<file path="src/rtl/mpc_pkg.sv">
package mpc_pkg;
  localparam int XLEN   = 32;
  localparam int CSR_AW = 12;

  localparam logic [1:0] PRIV_U = 2'b00;
  localparam logic [1:0] PRIV_M = 2'b11;

  typedef enum logic [1:0] {
    CSR_NONE  = 2'd0,
    CSR_WRITE = 2'd1,
    CSR_SET   = 2'd2,
    CSR_CLEAR = 2'd3
  } csr_op_e;

  localparam logic [CSR_AW-1:0] ADDR_STATUS = 12'h300;
  localparam logic [CSR_AW-1:0] ADDR_TVEC   = 12'h305;
  localparam logic [CSR_AW-1:0] ADDR_EPC    = 12'h341;
  localparam logic [CSR_AW-1:0] ADDR_CAUSE  = 12'h342;

  localparam int IE_BIT   = 3;
  localparam int PIE_BIT  = 7;
  localparam int PP_LO    = 11;
  localparam int MPRV_BIT = 17;

  // Only Machine and User are legal saved privileges.
  function automatic logic [1:0] legal_mpp(input logic [1:0] v);
    return (v == PRIV_M) ? PRIV_M : PRIV_U;
  endfunction

  function automatic logic [XLEN-1:0] pack_status(input logic ie, input logic pie,
                                                  input logic [1:0] pp, input logic prv);
    logic [XLEN-1:0] r;
    r = '0;
    r[IE_BIT]          = ie;
    r[PIE_BIT]         = pie;
    r[PP_LO+1:PP_LO]   = pp;
    r[MPRV_BIT]        = prv;
    return r;
  endfunction

  function automatic logic [XLEN-1:0] csr_merge(input csr_op_e op, input logic [XLEN-1:0] old,
                                                input logic [XLEN-1:0] wd);
    case (op)
      CSR_WRITE: return wd;
      CSR_SET:   return old | wd;
      CSR_CLEAR: return old & ~wd;
      default:   return old;
    endcase
  endfunction

  function automatic logic [1:0] ls_priv_of(input logic [1:0] cur, input logic [1:0] pp,
                                            input logic prv);
    return (prv && cur == PRIV_M) ? pp : cur;
  endfunction
endpackage

</file>
<file path="src/rtl/mpc_status.sv">
module mpc_status
  import mpc_pkg::*;
(
  input  logic            clk,
  input  logic            rst_n,
  input  logic            take_trap,
  input  logic            take_mret,
  input  logic            wr_en,
  input  logic [XLEN-1:0] wr_val,
  output logic [1:0]      priv,
  output logic            ie,
  output logic            pie,
  output logic [1:0]      pp,
  output logic            prv
);
  always_ff @(posedge clk or negedge rst_n) begin
    if (!rst_n) begin
      priv <= PRIV_M;
      ie   <= 1'b0;
      pie  <= 1'b0;
      pp   <= PRIV_U;
      prv  <= 1'b0;
    end else if (take_trap) begin
      pie  <= ie;
      ie   <= 1'b0;
      pp   <= priv;
      priv <= PRIV_M;
    end else if (take_mret) begin
      priv <= pp;
      ie   <= pie;
      pie  <= 1'b1;
      pp   <= PRIV_U;
      if (pp != PRIV_M) prv <= 1'b0;
    end else if (wr_en) begin
      ie   <= wr_val[IE_BIT];
      pie  <= wr_val[PIE_BIT];
      pp   <= legal_mpp(wr_val[PP_LO+1:PP_LO]);
      prv  <= wr_val[MPRV_BIT];
    end
  end
endmodule

</file>
<file path="src/rtl/mpc_trapregs.sv">
module mpc_trapregs
  import mpc_pkg::*;
#(
  parameter int              CAUSE_W   = 4,
  parameter logic [XLEN-1:0] TVEC_RST  = '0
) (
  input  logic               clk,
  input  logic               rst_n,
  input  logic               take_trap,
  input  logic [XLEN-1:0]    trap_pc,
  input  logic [CAUSE_W-1:0] trap_cause,
  input  logic               epc_we,
  input  logic               cause_we,
  input  logic               tvec_we,
  input  logic [XLEN-1:0]    wdata,
  output logic [XLEN-1:0]    epc,
  output logic [CAUSE_W-1:0] cause,
  output logic [XLEN-1:0]    tvec
);
  localparam logic [XLEN-1:0] EPC_MASK  = ~XLEN'(1);
  localparam logic [XLEN-1:0] TVEC_MASK = ~XLEN'(3);

  always_ff @(posedge clk or negedge rst_n) begin
    if (!rst_n) begin
      epc   <= '0;
      cause <= '0;
      tvec  <= TVEC_RST & TVEC_MASK;
    end else begin
      if (take_trap) begin
        epc   <= trap_pc & EPC_MASK;
        cause <= trap_cause;
      end else begin
        if (epc_we)   epc   <= wdata & EPC_MASK;
        if (cause_we) cause <= wdata[CAUSE_W-1:0];
      end
      if (tvec_we) tvec <= wdata & TVEC_MASK;
    end
  end
endmodule

</file>
<file path="src/rtl/mpc_csr_mux.sv">
module mpc_csr_mux
  import mpc_pkg::*;
#(
  parameter int CAUSE_W = 4
) (
  input  logic [CSR_AW-1:0]  addr,
  input  logic [XLEN-1:0]    status_v,
  input  logic [XLEN-1:0]    tvec,
  input  logic [XLEN-1:0]    epc,
  input  logic [CAUSE_W-1:0] cause,
  output logic [XLEN-1:0]    rdata
);
  localparam int PAD_W = XLEN - CAUSE_W;

  always_comb begin
    case (addr)
      ADDR_STATUS: rdata = status_v;
      ADDR_TVEC:   rdata = tvec;
      ADDR_EPC:    rdata = epc;
      ADDR_CAUSE:  rdata = {{PAD_W{1'b0}}, cause};
      default:     rdata = '0;
    endcase
  end
endmodule

</file>
<file path="src/rtl/mach_priv_ctrl.sv">
module mach_priv_ctrl
  import mpc_pkg::*;
#(
  parameter int              CAUSE_W  = 4,
  parameter logic [XLEN-1:0] TVEC_RST = '0
) (
  input  logic               clk,
  input  logic               rst_n,
  input  logic               trap_req,
  input  logic [CAUSE_W-1:0] trap_cause,
  input  logic [XLEN-1:0]    trap_pc,
  input  logic               mret_req,
  input  logic [1:0]         csr_op,
  input  logic [CSR_AW-1:0]  csr_addr,
  input  logic [XLEN-1:0]    csr_wdata,
  output logic [1:0]         priv_cur,
  output logic [1:0]         priv_ls,
  output logic               redirect_valid,
  output logic [XLEN-1:0]    redirect_pc,
  output logic [XLEN-1:0]    csr_rdata
);
  // Named events, visible to the bound checker.
  logic take_trap, take_mret, csr_wr_ok;
  logic [XLEN-1:0] csr_new;

  logic            st_ie, st_pie, st_mprv;
  logic [1:0]      st_mpp;
  logic [XLEN-1:0] st_mepc, st_mtvec, st_status;
  logic [CAUSE_W-1:0] st_cause;

  assign take_trap = trap_req;
  assign take_mret = mret_req & ~trap_req;
  assign csr_wr_ok = (csr_op != CSR_NONE) & ~trap_req & ~mret_req;
  assign csr_new   = csr_merge(csr_op_e'(csr_op), csr_rdata, csr_wdata);

  mpc_status u_status (
    .clk       (clk),
    .rst_n     (rst_n),
    .take_trap (take_trap),
    .take_mret (take_mret),
    .wr_en     (csr_wr_ok && csr_addr == ADDR_STATUS),
    .wr_val    (csr_new),
    .priv      (priv_cur),
    .ie        (st_ie),
    .pie       (st_pie),
    .pp        (st_mpp),
    .prv       (st_mprv)
  );

  mpc_trapregs #(.CAUSE_W(CAUSE_W), .TVEC_RST(TVEC_RST)) u_trapregs (
    .clk        (clk),
    .rst_n      (rst_n),
    .take_trap  (take_trap),
    .trap_pc    (trap_pc),
    .trap_cause (trap_cause),
    .epc_we     (csr_wr_ok && csr_addr == ADDR_EPC),
    .cause_we   (csr_wr_ok && csr_addr == ADDR_CAUSE),
    .tvec_we    (csr_wr_ok && csr_addr == ADDR_TVEC),
    .wdata      (csr_new),
    .epc        (st_mepc),
    .cause      (st_cause),
    .tvec       (st_mtvec)
  );

  assign st_status = pack_status(st_ie, st_pie, st_mpp, st_mprv);

  mpc_csr_mux #(.CAUSE_W(CAUSE_W)) u_mux (
    .addr     (csr_addr),
    .status_v (st_status),
    .tvec     (st_mtvec),
    .epc      (st_mepc),
    .cause    (st_cause),
    .rdata    (csr_rdata)
  );

  assign priv_ls        = ls_priv_of(priv_cur, st_mpp, st_mprv);
  assign redirect_valid = take_trap | take_mret;
  assign redirect_pc    = take_trap ? st_mtvec : st_mepc;
endmodule

</file>
<file path="config.mk">
export PLATFORM = sky130hd
export DESIGN_NAME = mach_priv_ctrl
export DESIGN_NICKNAME = d
export VERILOG_FILES = /design/src/rtl/mpc_pkg.sv /design/src/rtl/mpc_status.sv /design/src/rtl/mpc_trapregs.sv /design/src/rtl/mpc_csr_mux.sv /design/src/rtl/mach_priv_ctrl.sv
export SDC_FILE = /design/constraint.sdc
export NUM_CORES = 1
export LEC_CHECK = 0
export BUFFER_PORTS_ARGS = -buffer_cell sky130_fd_sc_hd__buf_2
export CORE_ASPECT_RATIO = 0.75
export CORE_MARGIN = 4
export CORE_UTILIZATION = 52
export CTS_CLUSTER_SIZE = 16
export DETAILED_ROUTE_END_ITERATION = 6
export PLACE_DENSITY = 0.86
export SYNTH_ARGS = -nofsm -noshare
export SYNTH_HDL_FRONTEND = slang
export SYNTH_SLANG_ARGS = --single-unit
</file>
<file path="constraint.sdc">
create_clock -name clk -period 2.05 [get_ports clk]
set_input_delay 0.205 -clock clk [delete_from_list [all_inputs] [get_ports clk]]
set_output_delay 0.205 -clock clk [all_outputs]
set_load 0.02 [all_outputs]
</file>
* After elaboration in Yosys (flattened, before gate mapping)
Index checks and enable logic that the tools add are counted.
** Word-level totals
- Flip-flop bits (word level) :: 73
- Bits of input ports :: 86
- Output and inout port bits :: 69
** Operators by class
- Equality and inequality tests :: 11
- Muxes and demuxes :: 23
- Bitwise gates (word level) :: 9
- Reduce and logical (&&, ||, !) cells :: 12
** Operators with widths (number)
- 32-bit one-hot mux with 4 select lines :: 1
- 32-bit two-way mux :: 3
- 32-bit one-hot mux with 3 select lines :: 1
- 12-bit by 10-bit == test with 1-bit output, second input constant :: 4
- 32-bit AND :: 1
- 32-bit inverter :: 1
- 32-bit bitwise OR :: 1
- 2-bit two-way mux :: 7
- 2-bit nonzero test :: 5
- 1-bit two-way mux :: 9
- 2-bit == test, second input constant :: 4
- 4-bit two-way mux :: 2
- 1-bit logical AND :: 5
- 1-bit AND :: 3
- 3-bit AND reduction :: 1
- 3-bit nonzero test :: 1
- 2-bit by 1-bit == test with 1-bit output, second input constant :: 1
- 2-bit by 1-bit != test with 1-bit output, second input constant :: 1
- 2-bit != test, second input constant :: 1
- 1-bit inverter :: 2
- 1-bit bitwise OR :: 1

* Longest topological paths before layout
Gate-level depths: netlist (run 1).
- Depth after elaboration :: 9
- Gate-level depth with buffers :: 8
- Mapped depth without buffers :: 5

* By module
From an unflattened synthesis (run 1), not the netlist that was laid out.
** Unflattened totals
- Cells, all modules :: 510
- Area, all modules :: 5074.9 sq um
** Modules (own cells, without submodules)
- mpc_trapregs :: instances 1, cells an instance 220, area an instance 2803.9 sq um
- mach_priv_ctrl :: instances 1, cells an instance 164, area an instance 1209.9 sq um
- mpc_csr_mux :: instances 1, cells an instance 91, area an instance 711.9 sq um
- mpc_status :: instances 1, cells an instance 35, area an instance 349.1 sq um

* Worst setup path after synthesis (run 1)
Ideal clock, no wire load.
- Path kind :: input-to-reg
- Start :: input csr_addr[3]
- End :: register u_trapregs.cause[1]
- Arrival :: 2.107 ns
- Data required time :: 1.963 ns
- Setup slack :: -0.144 ns
- Cell stages on the path :: 5
- Path through :: or4_1 buf_4 nor4_1 o21ai_0 o211ai_1
** On the way
- Word-level cells in the longest chain between the ends :: 6
- Elaborated cells between the ends (all ways) :: 12
** Ends and longest elaborated chain
- start: declaration :: RTL line mach_priv_ctrl.sv:14 : input logic [CSR_AW-1:0] csr_addr,
- 12-bit by 10-bit == test with 1-bit output :: RTL line mpc_csr_mux.sv:16 : case (addr)
- 32-bit one-hot mux with 4 select lines (*) :: RTL line mpc_csr_mux.sv:16
- net csr_rdata[1] :: RTL line mach_priv_ctrl.sv:20 : output logic [XLEN-1:0] csr_rdata
- 32-bit AND / 32-bit bitwise OR (equally long branches) :: RTL line mpc_pkg.sv:46, mpc_pkg.sv:45
- 32-bit one-hot mux with 3 select lines (*) :: RTL line mpc_pkg.sv:43 : case (op)
- 4-bit two-way mux (*) :: RTL line mpc_trapregs.sv:34 : if (cause_we) cause <= wdata[CAUSE_W-1:0];
- 4-bit two-way mux (*) :: RTL line mpc_trapregs.sv:29 : if (take_trap) begin
- end signal: assignment :: RTL line mpc_trapregs.sv:31 : cause <= trap_cause;
- end signal: assignment :: RTL line mpc_trapregs.sv:34
- end: declaration :: RTL line mpc_trapregs.sv:17 : output logic [CAUSE_W-1:0] cause,
Mark *: on every way through the listed nets, which the timed path passes. The rest lies on a longest branch. The select of a mux whose other input is x is not followed.
A chain may end at the register's enable or synchronous reset.

* Final worst setup path (run 1)
- Start :: register u_status.pp[0]
- End :: output csr_rdata[11]
** On the way
- Word-level cells in the longest chain between the ends :: 1
** Ends and longest elaborated chain
- start: declaration :: RTL line mpc_status.sv:13 : output logic [1:0] pp,
- start signal: assignment :: RTL line mpc_status.sv:26 : pp <= priv;
- start signal: assignment :: RTL line mpc_status.sv:37 : pp <= legal_mpp(wr_val[PP_LO+1:PP_LO]);
- 32-bit one-hot mux with 4 select lines :: RTL line mpc_csr_mux.sv:16
- end: declaration :: RTL line mach_priv_ctrl.sv:20
Every way passes these cells.

==> results.cfg, run 1 <==
[run_status]
status = finished, violations left
violations = setup timing

[synthesis]
synth_top_family_by_area = compound AO/OA/AOI/OAI gates
yosys.area.top_type_share_pct = 35.2
synthAdderAreaFrac_pct = 0
ys_async_sr_fraction_pct = 100
ys_top_cells_by_area = dfrtp_1 35%, mux2_2 6.8%, xnor2_1 5.1%, nand2_1 4.8%, a22oi_1 4.2%
synth-compound-area-share_pct = 27.4
yosys.area_share.simple_pct = 17.3
synth-seq-area-share_pct = 36.2
syn_avg_cell_area_um2 = 9.02
synth.distinct_cells = 65
ys_warn_count = 0
synth_ff_type = dfrtp_1
postSynthCellCount = 552
muxShareOfSynthArea_pct = 7.87
yosysTopAreaCell = dfrtp_1
synth_edf_count = 0
synth_seq_cells = 72
synthXorXnorAreaFrac_pct = 5.28
synth_fp_nets = 638
synth_area_um2 = 4980

[sta]
fmax_ghz = 0.486
final_hold_viol_count = 0
worst_slew_pin_slew_ps = 570
fin_ws_ps = -7.54
finalSetupViolCount = 1
slew_viol_final = 0
finalCriticalPeriod_ps = 2060
finalCritPeriodShare_pct = 100
slew-limit-headroom_pct = 61.6
fin_skew_ps = 2.90
fin_tns_setup_ps = -7.54
worst_hold_slack_ps = 97.3
rsz0062_at_grt = true

[worst_setup_path]
start_kind = flop
path_max_fanout = 2
r2r-end = u_trapregs.epc[11]
cp_cell_sequence = or3b_4 > a2111oi_4 > buf_4 > o21a_1 > buf_6
cp.depth = 5
cpMaxStageDelayCell = or3b_4
max_stage_delay_ps = 410
critPathKind = flop to primary output
worstPathArrival_ps = 1850
startpoint = u_status.pp[0]
r2r_cells = 7
cp.required_ps = 1850
setup.worst_path.end = csr_rdata[11]
crit_path_end_kind = primary output
r2r-start = u_status.pp[0]
rrSetupSlack_ps = 200
crit_buf_inv = 2
cp_top_family = compound AO/OA/AOI/OAI gates

[floorplan]
core_um2 = 9200
dieWidth_um = 121
die_height_um = 92.7
die-area_um2 = 11200
start_util_pct = 54.1
ios = 155
row_count = 30

[place]
place_hpwl_um = 11700
post-place-ws_ps = -202
portBuffers = 152
gp_congestion = 0.872
dpl-instance-area_um2 = 6030

[power_and_ir_drop]
p_sw_share_pct = 29.2
p_switching_uw = 1120
p_total_uw = 3830
p_leak_uw = 0.00306
pwr-share-seq_pct = 40.8
vdd_ir_drop_max_mv = 0.503
pwr-share-comb_pct = 20.7
intPower_uw = 2710
power_density_nw_per_um2 = 600
p_clk_share_pct = 38.6

[cts]
cts_buffer_depth = 2
clkTransAtPathRegs_ps = 60
cts_made_buffers = 9
clkLatencyLatePin_ps = 340
clockRootBuffer = clkbuf_16
tritoncts = yes
htreeDepth = 3
numClockSinks = 72

[routing]
ant_nets = 0
drt_pass1_iterations = 7
drt-wirelength-per-cell_um = 19.9
totalWireLength_um = 16700
drc = 0
viasPerCell = 6.26
vias = 5250
drt_iter0_markers = 365

[cells_and_area]
fin_area_um2 = 6380
final_nets = 792
layout_common_cells = 150 x buf_2, 70 x dfrtp_1, 63 x nand2_1
antenna_cells = 0
final_common_cell = buf_2
area_growth_pct = 28.1
layout-drive-gt1-share_pct = 37.0

[global_route]
overflow = 0
antenna_found_initial = 0
grt_start_max_net_pins = 49
grt_usage_pct = 29.8
grt_pass1_wl_um = 26500
grt_pass1_vias = 5266

[min_path]
hold_class = primary input to flop

[run]
drv_cap = 0
Yosys cell counts, types with 6 or more instances:
cell	number
dfrtp_1	70
nand2_1	63
o21ai_0	32
mux2_2	30
xnor2_1	29
a22oi_1	28
nor2_1	24
clkbuf_1	22
and2_1	21
a221oi_1	18
inv_1	17
o21ai_1	17
a21o_1	14
a22o_1	14
buf_2	14
a21oi_1	11
a221o_1	11
nand3b_1	7
buf_1	6
nand2_2	6
nand3_1	6
worst min path at each step:
stage | from | end | cells past startpoint
floorplan | rst_n | u_status.ie | 0
global placement | rst_n | u_trapregs.tvec[20] | 1
detailed placement | rst_n | u_trapregs.tvec[20] | 1
CTS | trap_pc[19] | u_trapregs.epc[19] | 2
global route | trap_pc[30] | u_trapregs.epc[30] | 2
finish | trap_pc[19] | u_trapregs.epc[19] | 2
cells by family (layout without fill, tap and decap cells):
group,after synthesis,count (layout)
DFF,72,72
muxes,35,35
buffers and inverters,65,223
and+or+nand+nor,165,165
AOI/OAI and AO/OA,184,184
other,1,1
xor gates and xnor gates,30,30
repair_timing:
item,CTS,global route
endpoints found under the hold margin,31,0
pin swaps,3,0
setup buffers,1,1
gates resized for setup,8,1
setup endpoints to repair,12,2
hold buffers,1,0
through the flow:
step | util [%] | std cells
final | 69.3 | 838
after global routing | 69.3 | 838
after CTS | 69.2 | 837
after detailed placement | 65.6 | 820
after global placement | 65.6 | 820
after floorplan | - | 552
flip-flops by register name (all words and copies together), names as in the netlist:
name	cells
u_status.ie	1
u_status.pie	1
u_status.pp	2
u_status.priv	2
u_status.prv	1
u_trapregs.cause	4
u_trapregs.epc	31
u_trapregs.tvec	30
power groups by stage:
| stage | clock network [uW] | registers [uW] | logic (uW) |
|---|---|---|---|
| floorplan | 0 | 1570 | 464 |
| global placement | 0 | 1570 | 750 |
| detailed placement | 0 | 1580 | 775 |
| CTS | 1490 | 1560 | 785 |
| global route | 1560 | 1570 | 855 |
| finish | 1480 | 1560 | 792 |
area by class of cell:
cell class | count | area (um^2)
multi-input combinational | 415 | 2940
sequential | 72 | 1800
inverter | 18 | 67.6
clock buffer | 12 | 256
fill | 749 | 2820
timing repair buffer | 190 | 1130
tap | 128 | 160
clock inverter | 3 | 17.5
per-layer routing:
layer	share of wire (%)	routed length, um	GRT usage, %
met1	40	6660	37.2
met2	47	7910	50.1
met3	10	1750	8.73
met4	2.3	376	8.77
met5	0	0	0
Power figures use the tool's default switching activity.
==> inputs of run 2 (changes only) <==
- CAP_MARGIN: unset -> 20
- HOLD_SLACK_MARGIN: unset -> 0.12
- TNS_END_PERCENT: unset -> 1
==> results.cfg, run 2 (same netlist as run 1, synthesis figures left out) <==
[sta]
final_hold_viol_count = 0
fin_tns_setup_ps = 0
fmax_ghz = 0.494
finalSetupViolCount = 0
fin_skew_ps = 2.58
rsz0062_at_grt = true
finalCriticalPeriod_ps = 2030
worst_slew_pin_slew_ps = 620
slew-limit-headroom_pct = 58.2
slew_viol_final = 0
finalCritPeriodShare_pct = 98.8

[routing]
ant_nets = 0
totalWireLength_um = 16900
drt_iter0_markers = 556
drt-wirelength-per-cell_um = 19.9
viasPerCell = 6.34
drc = 0
drt_pass1_iterations = 5
vias = 5392

[cells_and_area]
fin_util_pct = 71.0
n_fill_cell = 694
reg_top3 = u_trapregs.epc x31, u_trapregs.tvec x30, u_trapregs.cause x4
final_common_cell = buf_2
layout-drive-gt1-share_pct = 36.4
antenna_cells = 0
stdcell_count = 851
layout_common_cells = 150 x buf_2, 70 x dfrtp_1, 63 x nand2_1
area_growth_pct = 31.1
top_register = u_trapregs.epc
largest_register_ff_count = 31
final_nets = 804

[cts]
clkTransAtPathRegs_ps = 60
tritoncts = yes
clockRootBuffer = clkbuf_16
cts_buffer_depth = 2
cts_made_buffers = 9
htreeDepth = 3
clkLatencyLatePin_ps = 340
numClockSinks = 72

[worst_setup_path]
max_stage_delay_ps = 400
path_max_fanout = 2
crit_path_end_kind = primary output
worstPathArrival_ps = 1820
cp.required_ps = 1850
start_kind = flop
critPathKind = flop to primary output
rrSetupSlack_ps = 230
cpMaxStageDelayCell = or3b_4
cp_cell_sequence = or3b_4 > a2111oi_4 > buf_4 > o21a_1 > buf_6

[min_path]
hold_class = primary input to flop

[floorplan]
row_count = 30
die-area_um2 = 11200
die_height_um = 92.7
ios = 155
start_util_pct = 54.1
dieWidth_um = 121
core_um2 = 9200

[run]
drv_cap = 0

[power_and_ir_drop]
p_total_uw = 4140
vdd_ir_drop_max_mv = 0.430
power_density_nw_per_um2 = 634
p_leak_uw = 0.00313

[global_route]
grt_pass1_vias = 5339
grt_pass1_wl_um = 27200
grt_usage_pct = 30.5
grt_start_max_net_pins = 73
antenna_found_initial = 0
overflow = 0

[place]
dp.cells = 823
portBuffers = 152
place_hpwl_um = 11700
gp_congestion = 0.995

[run_status]
status = finished, final reports clean
==> run 2: changes by cell type in the layout (fill, tap and decap cells not counted) <==
cell / before / now
nor4_1: 1 / 2
bufinv_16: 0 / 2
clkinvlp_4: 1 / 0
buf_6: 1 / 2
buf_12: 6 / 4
clkbuf_8: 2 / 3
buf_4: 32 / 34
dlygate4sd3_1: 1 / 12
clkinv_2: 2 / 0
clkbuf_1: 1 / 2
nor4_2: 2 / 1
==> run 2: report_power, final <==
part / switching (uW) / internal [uW] / total [uW] / leakage, uW
clock: 599 / 1170 / 1770 / 0.000163
combinational: 460 / 349 / 809 / 0.00204
sequential: 63.7 / 1500 / 1560 / 0.000925
==> run 2: metal layers <==
layer	vias to the layer above	share of wire [%]	global-route usage, %
met5	-	0	0
met4	0	2.6	10.7
met3	54	11	8.49
met2	369	47	49.3
met1	2594	39	39.3
li1	2375	-	-
==> run 2: path summary, 6_finish.rpt <==
kind	end	startpoint	cells past startpoint
worst max-delay path	csr_rdata[11]	u_status.pp[0]	5
worst min-delay path	u_trapregs.epc[21]	trap_pc[21]	2
worst max register to register	u_trapregs.epc[11]	u_status.pp[0]	7
worst min register to register	u_trapregs.tvec[25]	u_trapregs.tvec[25]	1
max in group asynchronous	u_trapregs.epc[11]	rst_n	3
min in group asynchronous	u_trapregs.epc[20]	rst_n	3
==> run 2: repair_timing <==
| action | CTS | global route |
|---|---|---|
| gates resized for setup | 7 | 4 |
| pin swaps | 2 | 1 |
| endpoints found under the setup margin | 13 | 5 |
| setup buffers | 1 | 0 |
| hold endpoints to repair | 81 | 0 |
| hold buffers | 12 | 0 |
==> run 2: stage by stage <==
| stage | area [um^2] | hold WS (ps) | setup slack, ps |
|---|---|---|---|
| floorplan | 4980 | -90.6 | -16.4 |
| global placement | 6030 | 259 | -63.3 |
| detailed placement | 6030 | 267 | -144 |
| CTS | 6510 | 121 | 4.13 |
| global route | 6530 | 129 | -40.1 |
| finish | 6530 | 132 | 24.1 |
==> run 2: final cells by class <==
cell class	count	area, um^2	area share, %
Clock buffer	14	274	4.20
Clock inverter	2	60.1	0.920
Inverter	18	67.6	1.04
Multi-Input combinational cell	415	2930	44.9
Sequential cell	72	1800	27.6
Tap cell	128	160	2.45
Timing Repair Buffer	202	1230	18.8
==> run 2: worst max-delay path: cells and delay by family, from the launching register on <==
family,cells,cell delay [ps]
AO/OA/AOI/OAI,2,450
buffers and inverters,2,300
flip-flops,1,340
AND/OR/NAND/NOR,1,400
==> inputs of run 3 (changes only) <==
- CELL_PAD_IN_SITES_DETAIL_PLACEMENT: unset -> 0
- CELL_PAD_IN_SITES_GLOBAL_PLACEMENT: unset -> 1
- CORE_ASPECT_RATIO: 0.75 -> 0.7
- CORE_UTILIZATION: 52 -> 38
- PLACE_DENSITY: 0.86 -> 0.85
==> results.cfg, run 3 (same netlist as run 1, synthesis figures left out) <==
[power_and_ir_drop]
p_switching_uw = 1130
p_total_uw = 3850
p_leak_uw = 0.00313
pwr-share-comb_pct = 21.1
intPower_uw = 2720
p_sw_share_pct = 29.4
p_clk_share_pct = 38.4
vdd_ir_drop_max_mv = 0.422
pwr-share-seq_pct = 40.5
power_density_nw_per_um2 = 588

[floorplan]
ios = 155
start_util_pct = 39.4
dieWidth_um = 145
die_height_um = 104
row_count = 34
core_um2 = 12600
die-area_um2 = 15000

[worst_setup_path]
critPathKind = flop to primary output
cp_top_family = compound AO/OA/AOI/OAI gates
crit_path_end_kind = primary output
path_max_fanout = 2
crit_buf_inv = 2
max_stage_delay_ps = 410
cp.required_ps = 1850
worstPathArrival_ps = 1850
cpMaxStageDelayCell = or3b_4
start_kind = flop
cp_cell_sequence = or3b_4 > a2111oi_4 > buf_4 > o21a_1 > buf_6

[sta]
fmax_ghz = 0.487
worst_slew_pin_slew_ps = 582
fin_ws_ps = -2.91
finalSetupViolCount = 1
finalCritPeriodShare_pct = 100
finalCriticalPeriod_ps = 2050
final_hold_viol_count = 0
fin_skew_ps = 5.13
rsz0062_at_grt = true
slew-limit-headroom_pct = 61.2
slew_viol_final = 0

[cts]
clockRootBuffer = clkbuf_16
clkTransAtPathRegs_ps = 60
cts_buffer_depth = 2
numClockSinks = 72
tritoncts = yes
clkLatencyLatePin_ps = 330
cts_made_buffers = 9
htreeDepth = 3

[routing]
drt-wirelength-per-cell_um = 20.1
viasPerCell = 5.88
top_layer = met4
drt_pass1_iterations = 7
vias = 5235
ant_nets = 0
totalWireLength_um = 17900
wl_met3_um = 1640
wl_met2_um = 7950
drc = 1
drt_iter0_markers = 345
met1_length_um = 8090

[cells_and_area]
layout_common_cells = 150 x buf_2, 70 x dfrtp_1, 63 x nand2_1
antenna_cells = 0
largest_register_ff_count = 31
multiInputGateArea_um2 = 2940
fin_util_pct = 51.9
final_common_cell = buf_2
final_nets = 810
top_register = u_trapregs.epc
reg_top3 = u_trapregs.epc x31, u_trapregs.tvec x30, u_trapregs.cause x4
area_growth_pct = 31.7
n_fill_cell = 1196
layout-drive-gt1-share_pct = 37.1
seq_area_um2 = 1800

[run_status]
violations = DRC, setup timing
status = finished, violations left

[global_route]
antenna_found_initial = 0
grt_start_max_net_pins = 47
overflow = 0
grt_usage_pct = 23.2
grt_pass1_vias = 5155
grt_pass1_wl_um = 27800

[place]
gp_congestion = 0.888
portBuffers = 152
post-place-ws_ps = -153
place_hpwl_um = 12500

[run]
drv_cap = 0

[min_path]
hold_class = primary input to flop
run 3: tightest hold or removal path: stages:
cell and delay [ps]:
buf_2 80, a22oi_1 70, o21ai_0 70
run 3: area by class of cell:
| cell class | instances | area share [%] |
|---|---|---|
| multi-input combinational | 415 | 44.8 |
| tap | 162 | 3.09 |
| clock buffer | 12 | 3.91 |
| clock inverter | 3 | 0.267 |
| sequential | 72 | 27.5 |
| inverter | 18 | 1.03 |
| timing repair buffer | 208 | 19.4 |
run 3: path summary, 6_finish.rpt:
check | from | endpoint | slack (ps) | depth (start not counted)
min in group asynchronous | rst_n | u_trapregs.epc[7] | 410 | 2
max reg2reg | u_status.pp[0] | u_trapregs.epc[11] | 270 | 7
min reg2reg | u_trapregs.tvec[19] | u_trapregs.tvec[19] | 510 | 1
min | trap_cause[3] | u_trapregs.cause[3] | 130 | 3
max in group asynchronous | rst_n | u_status.priv[1] | 950 | 3
max | u_status.pp[0] | csr_rdata[11] | -3 | 5
run 3: power groups by stage:
stage / clock [uW] / combinational, uW / sequential (uW)
after global placement: 0 / 770 / 1580
final: 1480 / 813 / 1560
after detailed placement: 0 / 784 / 1580
after global routing: 1580 / 882 / 1570
after CTS: 1510 / 810 / 1560
after floorplan: 0 / 464 / 1570
run 3: metal layers:
| layer | track usage [%] | vias up |
|---|---|---|
| met5 | 0 | - |
| met4 | 5.33 | 0 |
| met3 | 5.62 | 22 |
| met2 | 34.6 | 270 |
| met1 | 33.8 | 2552 |
| li1 | - | 2391 |
run 3: through the flow:
stage	instances	area (um^2)	TNS, ps	hold slack [ps]
finish	890	6560	-2.91	127
global route	890	6560	-54.5	122
CTS	890	6550	0	122
detailed placement	861	6100	-3740	243
global placement	861	6100	-2970	227
floorplan	552	4980	-16.4	-90.6
run 3: what timing repair did:
item | CTS | global route
hold buffers | 12 | 0
pin swaps | 2 | 0
endpoints found under the setup margin | 13 | 3
buffers inserted | 2 | 0
endpoints found under the hold margin | 51 | 0
gates resized for setup | 8 | 2
